**src/rtl/rbm_pkg.sv**
```systemverilog
package rbm_pkg;

  // Per-row strobes from control to datapath
  typedef struct packed {
    logic addEn;   // row adders receive operands
    logic skipSel; // row output muxes select the forwarded vectors
  } rowStrobe_t;

  function automatic logic [1:0] fullAdd(input logic x, input logic y, input logic z);
    return {(x & y) | (x & z) | (y & z), x ^ y ^ z};
  endfunction

endpackage

```
**src/rtl/rbm_ctrl.sv**
```systemverilog
module rbm_ctrl #(
  parameter int WIDTH = 4
) (
  input  logic [WIDTH-1:0]                   opB,
  output rbm_pkg::rowStrobe_t [WIDTH-1:0]    rowCtl
);

  for (genvar r = 0; r < WIDTH; r++) begin : g_row
    assign rowCtl[r].addEn   = opB[r];
    assign rowCtl[r].skipSel = ~opB[r];
  end

endmodule

```
**src/rtl/rbm_ripple.sv**
```systemverilog
module rbm_ripple #(
  parameter int PW = 8
) (
  input  logic [PW-1:0] addA,
  input  logic [PW-1:0] addB,
  output logic [PW-1:0] sum
);

  logic [PW-1:0] chain;
  assign chain[0] = 1'b0;

  for (genvar k = 0; k < PW; k++) begin : g_bit
    if (k < PW - 1) begin : g_full
      assign {chain[k+1], sum[k]} = rbm_pkg::fullAdd(addA[k], addB[k], chain[k]);
    end else begin : g_last
      assign sum[k] = addA[k] ^ addB[k] ^ chain[k];
    end
  end

endmodule

```
**src/rtl/rbm_datapath.sv**
```systemverilog
module rbm_datapath #(
  parameter int WIDTH = 4
) (
  input  logic [WIDTH-1:0]                opA,
  input  rbm_pkg::rowStrobe_t [WIDTH-1:0] rowCtl,
  output logic [2*WIDTH-1:0]              product
);

  localparam int PW = 2 * WIDTH;

  // Running carry-save pair, indexed by absolute bit weight
  logic [PW-1:0] sumVec   [WIDTH];
  logic [PW-1:0] carryVec [WIDTH];

  // Row 0: first partial product seeds the sum, no adders
  assign sumVec[0]   = rowCtl[0].skipSel ? '0
                     : PW'(opA & {WIDTH{rowCtl[0].addEn}});
  assign carryVec[0] = '0;

  for (genvar r = 1; r < WIDTH; r++) begin : g_row
    logic [WIDTH-1:0] ppBits;
    logic [WIDTH-1:0] inSum;
    logic [WIDTH-1:0] inCar;
    logic [WIDTH-1:0] faSum;
    logic [WIDTH-1:0] faCar;
    logic [PW-1:0]    nxtSum;
    logic [PW-1:0]    nxtCar;

    // Operand isolation: every adder input is ANDed with the row enable
    assign ppBits = opA & {WIDTH{rowCtl[r].addEn}};
    assign inSum  = sumVec[r-1][r +: WIDTH]   & {WIDTH{rowCtl[r].addEn}};
    assign inCar  = carryVec[r-1][r +: WIDTH] & {WIDTH{rowCtl[r].addEn}};

    for (genvar c = 0; c < WIDTH; c++) begin : g_fa
      assign {faCar[c], faSum[c]} = rbm_pkg::fullAdd(inSum[c], inCar[c], ppBits[c]);
    end

    // Output multiplexers: bypass forwards the pending vectors untouched
    always_comb begin
      nxtSum = sumVec[r-1];
      nxtCar = carryVec[r-1];
      if (!rowCtl[r].skipSel) begin
        nxtSum[r +: WIDTH]     = faSum;
        nxtCar[r +: WIDTH]     = '0;
        nxtCar[r + 1 +: WIDTH] = faCar;
      end
    end

    assign sumVec[r]   = nxtSum;
    assign carryVec[r] = nxtCar;
  end

  rbm_ripple #(.PW(PW)) u_ripple (
    .addA (sumVec[WIDTH-1]),
    .addB (carryVec[WIDTH-1]),
    .sum  (product)
  );

endmodule

```
**src/rtl/rowbypass_mult.sv**
```systemverilog
module rowbypass_mult #(
  parameter int WIDTH = 4
) (
  input  logic [WIDTH-1:0]   opA,
  input  logic [WIDTH-1:0]   opB,
  output logic [2*WIDTH-1:0] product
);

  rbm_pkg::rowStrobe_t [WIDTH-1:0] rowCtl;

  rbm_ctrl #(.WIDTH(WIDTH)) u_ctrl (
    .opB    (opB),
    .rowCtl (rowCtl)
  );

  rbm_datapath #(.WIDTH(WIDTH)) u_dp (
    .opA     (opA),
    .rowCtl  (rowCtl),
    .product (product)
  );

endmodule

```
**config.mk**
```make
export PLATFORM = sky130hd
export DESIGN_NAME = rowbypass_mult
export DESIGN_NICKNAME = d
export VERILOG_FILES = /design/src/rtl/rbm_pkg.sv /design/src/rtl/rbm_ctrl.sv /design/src/rtl/rbm_ripple.sv /design/src/rtl/rbm_datapath.sv /design/src/rtl/rowbypass_mult.sv
export SDC_FILE = /design/constraint.sdc
export NUM_CORES = 1
export LEC_CHECK = 0
export BUFFER_PORTS_ARGS = -buffer_cell sky130_fd_sc_hd__buf_2
export CORE_AREA = 4 4 41 43
export DETAILED_ROUTE_END_ITERATION = 10
export DIE_AREA = 0 0 45 47
export PLACE_DENSITY = 0.81
export SLEW_MARGIN = 20
export SYNTH_ARGS = -nofsm -noshare
export SYNTH_HDL_FRONTEND = slang
export SYNTH_SLANG_ARGS = --single-unit
```
**constraint.sdc**
```tcl
create_clock -name vclk -period 8.67
set_clock_uncertainty 0.15 [all_clocks]
set_input_delay 1.3005 -clock vclk [all_inputs]
set_output_delay 1.3005 -clock vclk [all_outputs]
set_load 0.02 [all_outputs]
```
==> impl_metrics.env <==
export IMPL_place_ws_ns=1.69
export IMPL_drc=0
export IMPL_num_clock_buffers=0
export IMPL_finalInstanceArea_um2=726
export IMPL_worst_ep_required_time_ns=7.22
export IMPL_hpwl_mm=1.01
export IMPL_gr_total_overflow=0
export IMPL_drt_wl_total_mm=1.16
export IMPL_drive_gt1_share_pct=20.8
export IMPL_grt_pass1_wl_mm=2.01
export IMPL_final_max_slew_viol_count=0
export IMPL_syn_area_um2=668
export IMPL_finalNetCount=120
export IMPL_worst_slack_ns=1.71
export IMPL_port_buffers=16
export IMPL_clock_fmax_ghz=0.144
export IMPL_ir_drop_mv=0.0236
export IMPL_core_area_mm2=0.00130
export IMPL_post_cts_resized=0
export IMPL_postCtsSetupBuffers=0
export IMPL_drtIter0Drc=9
export IMPL_yosys_warnings=0
export IMPL_post_route_min_period_ns=6.96
export IMPL_die_height_um=47
export IMPL_num_rows=13
export IMPL_track_usage_pct=12.2
export IMPL_finalHoldViolCount=0
export IMPL_grt_max_degree=24
export IMPL_antenna_cells=0
export IMPL_finalSetupViolations=0
export IMPL_seq_area_frac_synth_pct=0
export IMPL_gp_congestion=0.710
export IMPL_final_core_utilization_pct=55.8
export IMPL_synth_fp_nets=108
export IMPL_maxCapViolations=0
export IMPL_leakagePower_nw=0.409
export IMPL_worst_setup_path_end_kind="output port"
export IMPL_avgSynthCellArea_um2=7.77
export IMPL_tightest_slew_ns=0.308
export IMPL_rsz0062_at_grt="no"
export IMPL_slew_limit_headroom_pct=79.5
export IMPL_fp_dieW_um=45
export IMPL_critPathMaxFanout=20
export IMPL_start_util_pct=51.3
export IMPL_worstPathArrival_ns=5.51
export IMPL_placed_cell_area_um2=726
export IMPL_synthCells=86
export IMPL_antenna_found_initial=0
export IMPL_syn_to_final_growth_pct=8.61
export IMPL_first_pass_iters=4
export IMPL_dp_cells=111
export IMPL_routedWlPerCell_um=10.5
export IMPL_ios=16
export IMPL_fin_tns_setup_ns=0
export IMPL_die_area_mm2=0.00212
export IMPL_power_density_mw_per_mm2=42.7
export IMPL_routed_via_density=5.10
export IMPL_num_vias=566
export IMPL_grt_pass1_vias=502
export IMPL_min_path_type="primary input to output port"
export IMPL_start_kind="primary input"
export IMPL_final_instance_count_excl_fill=111
export IMPL_outcome="finished clean"
export IMPL_ys_types=23
export IMPL_critPathKind="primary input to output port"
export IMPL_post_route_period_util_pct=80.3
export IMPL_nFlopsAndLatches=0
export IMPL_regArea_um2=0
export IMPL_antenna_left=0
export IMPL_hold_slack_ns=2.83
export IMPL_cts_hold_fix_buffers=0
export IMPL_report_power_total_mw=0.0310
[kinds of logic after synthesis]
logic type | synth area share [%]
simple gates | 39.7
fa+ha+maj | 37.5
compound gates | 8.05
mux | 4.68
buf+inv | 10.1
[layer usage]
metal / wire, µm / GRT usage, % / up-vias
met5: 0 / 0 / -
met4: 0 / 0 / 0
met1: 516 / 15.6 / 258
met3: 49 / 0 / 0
li1: - / - / 299
met2: 598 / 24.3 / 9
[where the power goes]
group / internal [mW] / leakage, nW / switching [mW]
combinational: 0.0120 / 0.409 / 0.0189
sequential: 0 / 0 / 0
clock: 0 / 0 / 0
[final timing paths]
| path | cells past startpoint | end | startpoint |
|---|---|---|---|
| max | 18 | product[6] | opB[1] |
| min | 3 | product[0] | opA[0] |
[worst max-delay path, cell delays in order]
cell	delay (ns)
buf_2	0.19
and3_1	0.21
ha_1	0.28
nand2_1	0.08
a21boi_0	0.30
fa_1	0.43
nand2b_1	0.15
and3_1	0.21
fa_1	0.53
a22oi_1	0.11
fa_1	0.45
fa_1	0.36
inv_1	0.07
fa_1	0.15
inv_1	0.04
fa_1	0.47
inv_1	0.03
buf_2	0.14
[final cells by class]
class	count	area [µm²]
inverter	7	26.3
timing repair buffer	16	80.1
tap	15	18.8
fill	145	576
multi-input combinational	73	601
[synth_stat cells]
| master | n | area, µm² |
|---|---|---|
| o21ai_0 | 4 | 20.0 |
| or2_1 | 1 | 6.26 |
| nor2_1 | 1 | 3.75 |
| mux2i_1 | 2 | 20.0 |
| nand2b_1 | 1 | 6.26 |
| a21oi_2 | 1 | 8.76 |
| fa_1 | 10 | 200 |
| inv_1 | 7 | 26.3 |
| buf_4 | 2 | 15.0 |
| a22oi_1 | 1 | 7.51 |
| a21boi_0 | 1 | 7.51 |
| and3b_1 | 1 | 8.76 |
| nand3b_4 | 1 | 20.0 |
| ha_1 | 4 | 50.1 |
| nand3b_2 | 1 | 11.3 |
| nor2b_1 | 2 | 12.5 |
| buf_6 | 1 | 11.3 |
| and2_1 | 10 | 62.6 |
| mux2_2 | 1 | 11.3 |
| nand2_1 | 19 | 71.3 |
| buf_2 | 3 | 15.0 |
| o21ai_1 | 2 | 10.0 |
| and3_1 | 10 | 62.6 |
[cell usage in the layout, fill, tap and decap left out]
master / count
fa_1: 10
buf_2: 16
nor2_1: 1
ha_1: 4
mux2i_1: 2
nand3b_2: 1
o21ai_1: 2
mux2_2: 1
o21ai_0: 4
a21boi_0: 1
inv_1: 7
nor2b_1: 2
a22oi_1: 1
and3b_1: 1
a21oi_2: 1
and2_1: 10
nand2_1: 19
or2_1: 1
and3_1: 10
nand3b_4: 1
nand2b_1: 1
Power figures use the tool's default switching activity.
